$ cat src/rtl/pwmrb_pkg.sv
`timescale 1ns/1ps
package pwmrb_pkg;
  localparam int DW = 8;
  localparam int AW = 8;
  localparam int MAX_CH = 16;

  localparam logic [AW-1:0] ADR_PRE     = 8'h00;
  localparam logic [AW-1:0] ADR_PER     = 8'h04;
  localparam logic [AW-1:0] ADR_EN_LO   = 8'h08;
  localparam logic [AW-1:0] ADR_EN_HI   = 8'h0C;
  localparam logic [AW-1:0] ADR_SYNC    = 8'hE4;
  localparam logic [AW-1:0] ADR_EDGE_LO = 8'h10;
  localparam logic [AW-1:0] ADR_EDGE_HI = 8'h8F;

  typedef enum logic [2:0] {
    SEL_NONE, SEL_PRE, SEL_PER, SEL_EN, SEL_RISE, SEL_FALL, SEL_SYNC
  } sel_e;

  typedef struct packed {
    sel_e       sel;
    logic [3:0] idx;
  } dec_t;

  function automatic dec_t decode(input logic [AW-1:0] a, input int nch);
    dec_t d;
    logic [AW-1:0] off;
    d.sel = SEL_NONE;
    d.idx = '0;
    off   = a - ADR_EDGE_LO;
    if (a == ADR_PRE) d.sel = SEL_PRE;
    else if (a == ADR_PER) d.sel = SEL_PER;
    else if (a == ADR_EN_LO) d.sel = SEL_EN;
    else if (a == ADR_EN_HI && nch > 8) begin
      d.sel = SEL_EN;
      d.idx = 4'd1;
    end
    else if (a == ADR_SYNC) d.sel = SEL_SYNC;
    else if (a >= ADR_EDGE_LO && a <= ADR_EDGE_HI && a[1:0] == 2'b00
             && int'(off[6:3]) < nch) begin
      d.sel = off[2] ? SEL_FALL : SEL_RISE;
      d.idx = off[6:3];
    end
    return d;
  endfunction
endpackage

$ cat src/rtl/pwmrb_cell.sv
`timescale 1ns/1ps
module pwmrb_cell #(
  parameter int W        = 8,
  parameter bit SHADOWED = 1'b1
) (
  input  logic         clk,
  input  logic         rst_n,
  input  logic         wr,
  input  logic [W-1:0] wd,
  input  logic         defer,
  input  logic         commit,
  output logic [W-1:0] act
);
  generate
    if (SHADOWED) begin : g_shd
      logic [W-1:0] shd_q;
      always_ff @(posedge clk) begin
        if (!rst_n) begin
          act   <= '0;
          shd_q <= '0;
        end else begin
          if (commit) act <= shd_q;
          if (wr) begin
            shd_q <= wd;
            if (!defer) act <= wd;
          end
        end
      end
    end else begin : g_dir
      logic unused_ctl;
      assign unused_ctl = defer ^ commit;
      always_ff @(posedge clk) begin
        if (!rst_n) act <= '0;
        else if (wr) act <= wd;
      end
    end
  endgenerate
endmodule

$ cat src/rtl/pwmrb_timebase.sv
`timescale 1ns/1ps
module pwmrb_timebase #(
  parameter int W = 8
) (
  input  logic         clk,
  input  logic         rst_n,
  input  logic [W-1:0] pre_lim,
  input  logic [W-1:0] per_lim,
  output logic         wrap,
  output logic         period_start
);
  logic [W-1:0] pre_cnt, step_cnt;
  logic pre_end, step_end;

  assign pre_end  = pre_cnt >= pre_lim;
  assign step_end = step_cnt >= per_lim;
  assign wrap     = pre_end && step_end;

  always_ff @(posedge clk) begin
    if (!rst_n) begin
      pre_cnt      <= '0;
      step_cnt     <= '0;
      period_start <= 1'b0;
    end else begin
      period_start <= wrap;
      if (pre_end) begin
        pre_cnt  <= '0;
        step_cnt <= step_end ? '0 : step_cnt + 1'b1;
      end else begin
        pre_cnt <= pre_cnt + 1'b1;
      end
    end
  end
endmodule

$ cat src/rtl/pwmrb_readmux.sv
`timescale 1ns/1ps
module pwmrb_readmux
  import pwmrb_pkg::*;
#(
  parameter int NUM_CH = 16
) (
  input  logic                         clk,
  input  logic                         rst_n,
  input  logic                         rd,
  input  dec_t                         dec,
  input  logic [DW-1:0]                pre,
  input  logic [DW-1:0]                per,
  input  logic [MAX_CH-1:0]            en,
  input  logic [NUM_CH-1:0][DW-1:0]    rise,
  input  logic [NUM_CH-1:0][DW-1:0]    fall,
  input  logic                         sync_en,
  output logic                         rsp_valid,
  output logic [DW-1:0]                rsp_data
);
  logic [DW-1:0] val;

  always_comb begin
    val = '0;
    unique case (dec.sel)
      SEL_PRE:  val = pre;
      SEL_PER:  val = per;
      SEL_EN:   val = dec.idx[0] ? en[15:8] : en[7:0];
      SEL_RISE: val = rise[dec.idx];
      SEL_FALL: val = fall[dec.idx];
      SEL_SYNC: val = {{(DW-1){1'b0}}, sync_en};
      default:  val = '0;
    endcase
  end

  always_ff @(posedge clk) begin
    if (!rst_n) begin
      rsp_valid <= 1'b0;
      rsp_data  <= '0;
    end else begin
      rsp_valid <= rd;
      if (rd) rsp_data <= val;
    end
  end
endmodule

$ cat src/rtl/pwm_shadow_regbank.sv
`timescale 1ns/1ps
module pwm_shadow_regbank
  import pwmrb_pkg::*;
#(
  parameter int              NUM_CH      = 16,
  parameter logic [15:0]     SHADOW_MASK = 16'hFFFF
) (
  input  logic                   clk,
  input  logic                   rst_n,
  input  logic                   req_valid,
  input  logic                   req_we,
  input  logic [7:0]             req_addr,
  input  logic [7:0]             req_wdata,
  output logic                   rsp_valid,
  output logic [7:0]             rsp_data,
  output logic                   period_start,
  output logic [7:0]             act_prescale,
  output logic [7:0]             act_period,
  output logic [NUM_CH-1:0]      act_enable,
  output logic [NUM_CH*8-1:0]    act_rise,
  output logic [NUM_CH*8-1:0]    act_fall
);
  localparam bit ANY_SHADOW = |SHADOW_MASK[NUM_CH-1:0];

  dec_t dec;
  logic wr, rd, wrap, commit, sync_en;
  logic [NUM_CH-1:0][DW-1:0] rise_a, fall_a;
  logic [MAX_CH-1:0] en_pad;

  assign dec    = decode(req_addr, NUM_CH);
  assign wr     = req_valid && req_we;
  assign rd     = req_valid && !req_we;
  assign commit = wrap && sync_en;

  always_ff @(posedge clk) begin
    if (!rst_n) sync_en <= 1'b0;
    else if (wr && dec.sel == SEL_SYNC) sync_en <= req_wdata[0];
  end

  pwmrb_timebase #(.W(DW)) u_tb (
    .clk(clk), .rst_n(rst_n), .pre_lim(act_prescale), .per_lim(act_period),
    .wrap(wrap), .period_start(period_start)
  );

  pwmrb_cell #(.W(DW), .SHADOWED(ANY_SHADOW)) u_pre (
    .clk(clk), .rst_n(rst_n), .wr(wr && dec.sel == SEL_PRE), .wd(req_wdata),
    .defer(sync_en), .commit(commit), .act(act_prescale)
  );

  pwmrb_cell #(.W(DW), .SHADOWED(ANY_SHADOW)) u_per (
    .clk(clk), .rst_n(rst_n), .wr(wr && dec.sel == SEL_PER), .wd(req_wdata),
    .defer(sync_en), .commit(commit), .act(act_period)
  );

  generate
    for (genvar i = 0; i < NUM_CH; i++) begin : g_ch
      localparam logic [3:0] CH  = 4'(i);
      localparam logic [3:0] GRP = 4'(i / 8);
      pwmrb_cell #(.W(DW), .SHADOWED(SHADOW_MASK[i])) u_rise (
        .clk(clk), .rst_n(rst_n), .wr(wr && dec.sel == SEL_RISE && dec.idx == CH),
        .wd(req_wdata), .defer(sync_en), .commit(commit), .act(rise_a[i])
      );
      pwmrb_cell #(.W(DW), .SHADOWED(SHADOW_MASK[i])) u_fall (
        .clk(clk), .rst_n(rst_n), .wr(wr && dec.sel == SEL_FALL && dec.idx == CH),
        .wd(req_wdata), .defer(sync_en), .commit(commit), .act(fall_a[i])
      );
      pwmrb_cell #(.W(1), .SHADOWED(SHADOW_MASK[i])) u_en (
        .clk(clk), .rst_n(rst_n), .wr(wr && dec.sel == SEL_EN && dec.idx == GRP),
        .wd(req_wdata[i % 8]), .defer(sync_en), .commit(commit), .act(act_enable[i])
      );
      assign act_rise[i*8 +: 8] = rise_a[i];
      assign act_fall[i*8 +: 8] = fall_a[i];
    end
  endgenerate

  always_comb begin
    en_pad = '0;
    en_pad[NUM_CH-1:0] = act_enable;
  end

  pwmrb_readmux #(.NUM_CH(NUM_CH)) u_rd (
    .clk(clk), .rst_n(rst_n), .rd(rd), .dec(dec),
    .pre(act_prescale), .per(act_period), .en(en_pad),
    .rise(rise_a), .fall(fall_a), .sync_en(sync_en),
    .rsp_valid(rsp_valid), .rsp_data(rsp_data)
  );
endmodule

$ cat config.mk
export PLATFORM = sky130hd
export DESIGN_NAME = pwm_shadow_regbank
export DESIGN_NICKNAME = d
export VERILOG_FILES = /design/src/rtl/pwmrb_pkg.sv /design/src/rtl/pwmrb_cell.sv /design/src/rtl/pwmrb_timebase.sv /design/src/rtl/pwmrb_readmux.sv /design/src/rtl/pwm_shadow_regbank.sv
export SDC_FILE = /design/constraint.sdc
export NUM_CORES = 1
export LEC_CHECK = 0
export BUFFER_PORTS_ARGS = -buffer_cell sky130_fd_sc_hd__buf_2
export CELL_PAD_IN_SITES_DETAIL_PLACEMENT = 1
export CELL_PAD_IN_SITES_GLOBAL_PLACEMENT = 1
export CORE_MARGIN = 3
export CORE_UTILIZATION = 40
export CTS_BUF_LIST = sky130_fd_sc_hd__clkbuf_16
export CTS_CLUSTER_SIZE = 16
export DETAILED_ROUTE_END_ITERATION = 10
export GPL_ROUTABILITY_DRIVEN = 0
export PLACE_DENSITY = 0.81
export SYNTH_ARGS = -nofsm -noshare
export SYNTH_HDL_FRONTEND = slang
export SYNTH_SLANG_ARGS = --single-unit
$ cat constraint.sdc
create_clock -name clk -period 2.8 [get_ports clk]
set_clock_uncertainty 0.15 [all_clocks]
set_input_delay 0.14 -clock clk [delete_from_list [all_inputs] [get_ports clk]]
set_output_delay 0.14 -clock clk [all_outputs]
set_load 0.02 [all_outputs]
==> impl_results.md, run 1 <==
- Async SR Flop Fraction: 0%
- Vias in the first global route: 27000
- Synth Instances: 3335
- Synth Register Bits: 603
- Avg Synthesized Cell Area: 8.14 µm²
- Max Cap Viol: 0
- Int Power: 13.9 mW
- Slew @ Worst Pin: 915 ps
- GR Overflow Total: 0
- Power density over the cells: 556 nW/µm²
- Die Width: 267 µm
- Sw Pwr: 4.43 mW
- Total Routing Usage GR: 32.3%
- DRT iter0 DRCs: 3197
- # setup viols final: 0
- Port Buffers: 317
- Area Overhead vs Synth: 21.5%
- CTS Root Cell: clkbuf_16
- EDFF count, synth: 0
- Status: finished, final reports clean
- Hold Path Class: in2reg
- Final antenna-violating net count: 0
- Final wirelength: 120000 µm
- Hold Fails Final Rpt: 0
- Crit path launch: u_tb.step_cnt[0]
- Most common cell in the netlist: nand2_1
- Part of the Yosys area used for sequential elements: 44.5%
- Sw Share: 24.2%
- CP Cell Sequence: inv_1, ha_1, nor2b_1, o21ai_0, a41oi_1, o21ai_1, buf_4, nand3_4, buf_12, buf_4, nand2_1, a31oi_1
- Post-synth net total: 3375
- Setup crit end kind: flip-flop
- Final core utilization: 49.7%
- Share of layout cells above drive strength 1: 18.8%
- Final instance area: 33000 µm²
- CTS tree: yes
- Reg2Reg Setup Slack: 120 ps
- TritonCTS Buffers: 67
- Peak supply drop: 0.343 mV
- Largest net degree at the start of global routing: 168
- Most used DFF post-synth: dfxtp_1
- H-tree levels: 3
- Core ar.: 66500 µm²
- Most Used Layer, Global Route: met2
- Max Fclk: 0.373 GHz
- Drt via density: 6.08
- Critical Path AT: 3050 ps
- Die Ht: 267 µm
- Synth top cells by count: nand2_1 (753), dfxtp_1 (603), mux2i_1 (343)
- Antenna violations before repair: 11
- Reg power frac: 46.9%
- Full die area: 71000 µm²
- R2r startpoint: u_tb.step_cnt[0]
- Synth area leader: dfxtp_1
- Slowest-stage cell, CP: dfxtp_1
- Max Root-Sink Buffers: 3
- Dpl ws: -124 ps
- Placed inst area: 30600 µm²
- DR WL/cell: 26.4 µm
- Sink Count: 603
- Critical path class: reg2reg
- Global routing met1 resource utilization: 41.3%
- RSZ-0062 raised after global routing: false
- CP startpoint kind: flip-flop
- Clk slew on worst S/H paths: 70 ps
- Clock power share: 48.3%
- Synth warn: 0
- Initial Utilization: 40.8%
- HPWL after detailed placement: 81400 µm
- Ports: 318
- Final #Nets: 3641
- Worst Path Required: 3160 ps
- Worst-path fanout max: 28
- Met2 usage: 51.3%
- Drt first pass iters: 8
- Routed via count: 27500
- Slew margin rel.: 39.0%
- Hold wc startpoint: req_addr[6]
- Synth top area share: 44.5%
- Largest cells by area after synthesis: dfxtp_1 (44%), mux2i_1 (13%), nand2_1 (10%)
- Crit path time final: 2680 ps
- Reg2Reg Depth: 12
- Combinational group share of total power: 4.9%
- Setup ws final: 117 ps
- Leak Pwr: 13.2 nW
- First-pass GRT wire length: 175000 µm
- FP Rows: 94
- Post-synth cell types: 74
- Clk Latency, worst-skew pair: 630 ps
- Period utilisation layout: 95.8%
- Netlist Area Pre-Place: 27100 µm²
- Hold Path Stages: 5
- CP most frequent cell: buf_4
- GR Layer Usage met3: 6.66%
- Final Max Slew Viols: 0
- Residual DRC: 0
- Slowest stage delay, CP: 360 ps
-- state kept, by name, summed over array words and instances (netlist names) --
name and flops:
u_pre.g_shd.shd_q 8, u_per.act 8, g_ch.u_fall.act 128, g_ch.u_fall.g_shd.shd_q 128, u_per.g_shd.shd_q 8, u_pre.act 8
u_rd.rsp_data 8, u_rd.rsp_valid 1, u_tb.step_cnt 8, u_tb.period_start 1, u_tb.pre_cnt 8, g_ch.u_en.g_shd.shd_q 16
sync_en 1, g_ch.u_en.act 16, g_ch.u_rise.g_shd.shd_q 128, g_ch.u_rise.act 128
-- worst max-delay path: cells and delay by family, from the launching register on --
kind / cells / cell delay, ps
buffers and inverters: 4 / 780
adders and majority gates: 1 / 280
AOI/OAI and AO/OA: 4 / 650
and+or+nand+nor: 3 / 350
DFF: 1 / 360
-- metal layers --
layer  up-vias  share of wire (%)
met5         -              0.048
met4         6                6.0
met3       374                9.2
met2      1424                 45
met1     13700                 40
li1      12000                  -
-- cell families (layout without fill, tap and decap cells) --
family | Yosys count | in the layout | share of synthesized area, %
buf+inv | 374 | 692 | 6.25
flops | 603 | 603 | 44.5
xor+xnor | 14 | 14 | 0.549
mux | 360 | 360 | 13.5
fa+ha+maj | 21 | 21 | 0.959
other cells | 0 | 6 | 0
compound gates | 716 | 716 | 15.6
simple gates | 1247 | 1247 | 18.7
-- layout make-up --
type                            count  area [µm²]
Tap cell                          864        1080
Antenna cell                        6        15.0
Clock buffer                       68        1700
Sequential cell                   603       12100
Inverter                           21        86.3
Timing Repair Buffer              550        4090
Fill cell                        7898       33500
Multi-Input combinational cell   2358       13500
Clock inverter                     53         440
-- repair_timing --
item / in CTS / in global routing
pin swaps: 0 / 2
endpoints found under the setup margin: 3 / 96
resized for setup: 1 / 8
buffers inserted: 0 / 2
hold buffers: 11 / 0
cloned: 1 / 3
hold endpoints to repair: 114 / 0
-- power groups by stage --
stage	logic [mW]	clock network, mW	registers [mW]
floorplan	0.481	0	8.79
global placement	0.815	0	8.79
detailed placement	0.837	0	8.79
CTS	0.860	8.89	8.60
global route	0.925	9.31	8.59
finish	0.893	8.85	8.60
-- final timing paths --
path / endpoint
worst min-delay path: sync_en
worst min register to register: g_ch[3].u_rise.act[4]
worst max-delay path: g_ch[0].u_rise.act[2]
worst max register to register: g_ch[0].u_rise.act[2]
-- stage by stage --
step / total power [mW] / setup TNS (ps) / instances / hold slack, ps
floorplan: 9.27 / 0 / 3335 / 273
global placement: 9.60 / -869 / 4379 / 275
detailed placement: 9.63 / -2930 / 4379 / 284
CTS: 18.3 / 0 / 4512 / 1.16
global route: 18.8 / 0 / 4520 / 76.1
finish: 18.3 / 0 / 4523 / 24.9
-- cells in the final DEF, fill, tap and decap left out, types with 13 or more instances in the layout --
cell       count
nand2_1      752
dfxtp_1      602
mux2i_1      343
nor2_1       319
buf_2        316
a31oi_1      303
o21ai_0      286
buf_4        168
clkbuf_16     71
nand3_1       54
buf_12        46
inv_1         37
a21oi_1       32
nand2b_1      23
ha_1          20
o21ai_1       17
nor3_1        16
nand4_1       14
or2_1         13
mux2_2        13
(Power assumes the default switching activity.)
==> run 2, diff against run 1 <==
--- a/config.mk
+++ b/config.mk
@@ -9,12 +9,12 @@
 export CELL_PAD_IN_SITES_DETAIL_PLACEMENT = 1
 export CELL_PAD_IN_SITES_GLOBAL_PLACEMENT = 1
 export CORE_MARGIN = 3
-export CORE_UTILIZATION = 40
+export CORE_UTILIZATION = 25
 export CTS_BUF_LIST = sky130_fd_sc_hd__clkbuf_16
 export CTS_CLUSTER_SIZE = 16
 export DETAILED_ROUTE_END_ITERATION = 10
 export GPL_ROUTABILITY_DRIVEN = 0
-export PLACE_DENSITY = 0.81
+export PLACE_DENSITY = 0.56
 export SYNTH_ARGS = -nofsm -noshare
 export SYNTH_HDL_FRONTEND = slang
 export SYNTH_SLANG_ARGS = --single-unit
==> run 2 against run 1 <==
Net effect:
- maximum frequency shrank 2.4%
- hold slack gained 50 ps
- utilization shrank 17 points
- first-iteration DRC count is 32% lower
- combinational power rose by 8.3%
- power increased by 3.6%
- wire length is 12% higher
- count of clock-buffer cells in the layout rose by 9
- non-clock buffer count increased by 91
- register-to-register slack better by 80 ps
- critical endpoint is now g_ch[15].u_rise.act[1]
- largest cell class unchanged
- highest routed layer unchanged
==> impl_results.md, run 2 (synthesis gave the netlist of run 1 again) <==
- Setup ws final: 52.7 ps (-64.6 ps)
- Hold Path Class: in2reg
- Reg power frac: 45.2% (-1.7 points)
- HPWL after detailed placement: 98000 µm (+20%)
- Port Buffers: 317 (unchanged)
- Ports: 318 (unchanged)
- Max Root-Sink Buffers: 3 (unchanged)
- Final wirelength: 134000 µm (+12%)
- Peak supply drop: 0.319 mV (-7.0%)
- Int Power: 14.2 mW (+2.4%)
- Sink Count: 603 (unchanged)
- Status: finished, final reports clean
- Final antenna-violating net count: 0 (unchanged)
- Drt via density: 5.15 (-15%)
- Sw Pwr: 4.77 mW (+7.6%)
- DR WL/cell: 26.0 µm (-1.6%)
- GR Overflow Total: 0 (unchanged)
- Total Power: 19.0 mW (+3.6%)
- Period utilisation layout: 98.1% (+2.3 points)
- Crit path time final: 2750 ps (+64.6 ps)
- Leak Pwr: 13.7 nW (+4.0%)
- Power density over the cells: 549 nW/µm² (-1.3%)
- Dpl ws: -230 ps (-106 ps)
- Max Cap Viol: 0 (unchanged)
- Critical path class: in2reg
- Slew @ Worst Pin: 1000 ps (+86.7 ps)
- Hold Fails Final Rpt: 0 (unchanged)
- Vias in the first global route: 25800 (-4.5%)
- Area Overhead vs Synth: 27.6%
- Clock power share: 49.7% (+1.4 points)
- Placed inst area: 32100 µm² (+5.0%)
- Combinational group share of total power: 5.1% (+0.2 points)
- Share of layout cells above drive strength 1: 21.1% (+2.3 points)
- CTS tree: yes
- Die Width: 336 µm (+26%)
- CTS Root Cell: clkbuf_16
- Final Max Slew Viols: 0 (unchanged)
- Critical Path AT: 3110 ps (+60 ps)
- Initial Utilization: 25.3% (-16 points)
- Core ar.: 107000 µm² (+62%)
- Clk Latency, worst-skew pair: 660 ps (+30 ps)
- First-pass GRT wire length: 191000 µm (+9.0%)
- DRT iter0 DRCs: 2168 (-32%)
- FP Rows: 120 (+28%)
- Most frequent cells in the layout: nand2_1 (752), dfxtp_1 (602), mux2i_1 (343), nor2_1 (319), buf_2 (314)
- Residual DRC: 0 (unchanged)
- Worst-path fanout max: 15 (-46%)
- Die Ht: 336 µm (+26%)
- Fillcell total: 12700 (+61%)
- Drt first pass iters: 5 (-3)
- Slew margin rel.: 33.2% (-5.8 points)
- Final #Nets: 3739 (+2.7%)
- # setup viols final: 0 (unchanged)
- Setup crit end kind: flip-flop
- Routed via count: 26600 (-3.2%)
- Final instance area: 34600 µm² (+5.0%)
- Setup TNS: 0 ps (unchanged)
- Total Routing Usage GR: 23.1% (-9.2 points)
- Most common cell after layout, fill and taps aside: nand2_1
- TritonCTS Buffers: 74 (+10%)
- Full die area: 113000 µm² (+58%)
- Antenna violations before repair: 13 (+2)
- Placed Cells incl. Taps: 5012 (+14%)
- H-tree levels: 3 (unchanged)
- Final hold slack: 74.5 ps (+49.5 ps)
- Max Fclk: 0.364 GHz (-2.4%)
- Worst Path Required: 3160 ps (about the same)
- Clk slew on worst S/H paths: 60 ps (about the same)
- Finished Layout Cells: 5169 (+14%)
- Largest net degree at the start of global routing: 202 (+20%)
- CP startpoint kind: input port
- Sw Share: 25.1% (+0.93 points)
- Final core utilization: 32.3% (-17 points)
==> run 2: repair_timing <==
item,CTS,global route
hold buffers,12,0
setup endpoints to repair,0,168
setup buffers,0,1
resized for setup,0,9
endpoints found under the hold margin,199,0
==> run 2: area by class of cell <==
| type | count | area [µm²] | share of cell area, % |
|---|---|---|---|
| Timing Repair Buffer | 641 | 4840 | 14.0 |
| Sequential cell | 603 | 12100 | 34.9 |
| Clock buffer | 77 | 1930 | 5.56 |
| Multi-Input combinational cell | 2358 | 13500 | 39.1 |
| Clock inverter | 59 | 398 | 1.15 |
| Tap cell | 1403 | 1760 | 5.07 |
| Inverter | 21 | 86.3 | 0.249 |
| Antenna cell | 7 | 17.5 | 0.0506 |
==> run 2: metal layers <==
metal / up-vias / routed length (µm) / global-route usage [%]
met5: - / 138 / 0
met4: 2 / 4310 / 7.39
met3: 167 / 8640 / 4.22
met2: 833 / 60200 / 36.6
met1: 13400 / 61200 / 31.7
li1: 12200 / - / -
==> run 2: worst max-delay path, cell delays in order <==
cell           delay [ps]
dlygate4sd3_1         590
buf_2                 210
nor3b_1               300
nor2_1                 90
or3_1                 490
or3_1                 480
or2_1                 450
o21ai_0               270
a31oi_1                70
==> run 2: worst paths after layout <==
path,from,endpoint,slack [ps],cells after the start
setup / recovery,req_addr[7],g_ch[15].u_rise.act[1],50,9
hold / removal,req_addr[6],sync_en,70,5
setup reg to reg,u_tb.pre_cnt[2],g_ch[2].u_fall.act[6],200,10
hold reg to reg,g_ch[13].u_fall.g_shd.shd_q[5],g_ch[13].u_fall.act[5],310,2
==> run 2: power groups by stage <==
stage / Clock, mW / Combinational (mW) / Sequential [mW]
finish: 9.44 / 0.967 / 8.60
global route: 9.99 / 1.02 / 8.60
CTS: 9.64 / 0.954 / 8.60
detailed placement: 0 / 0.935 / 8.79
global placement: 0 / 0.926 / 8.79
floorplan: 0 / 0.481 / 8.79
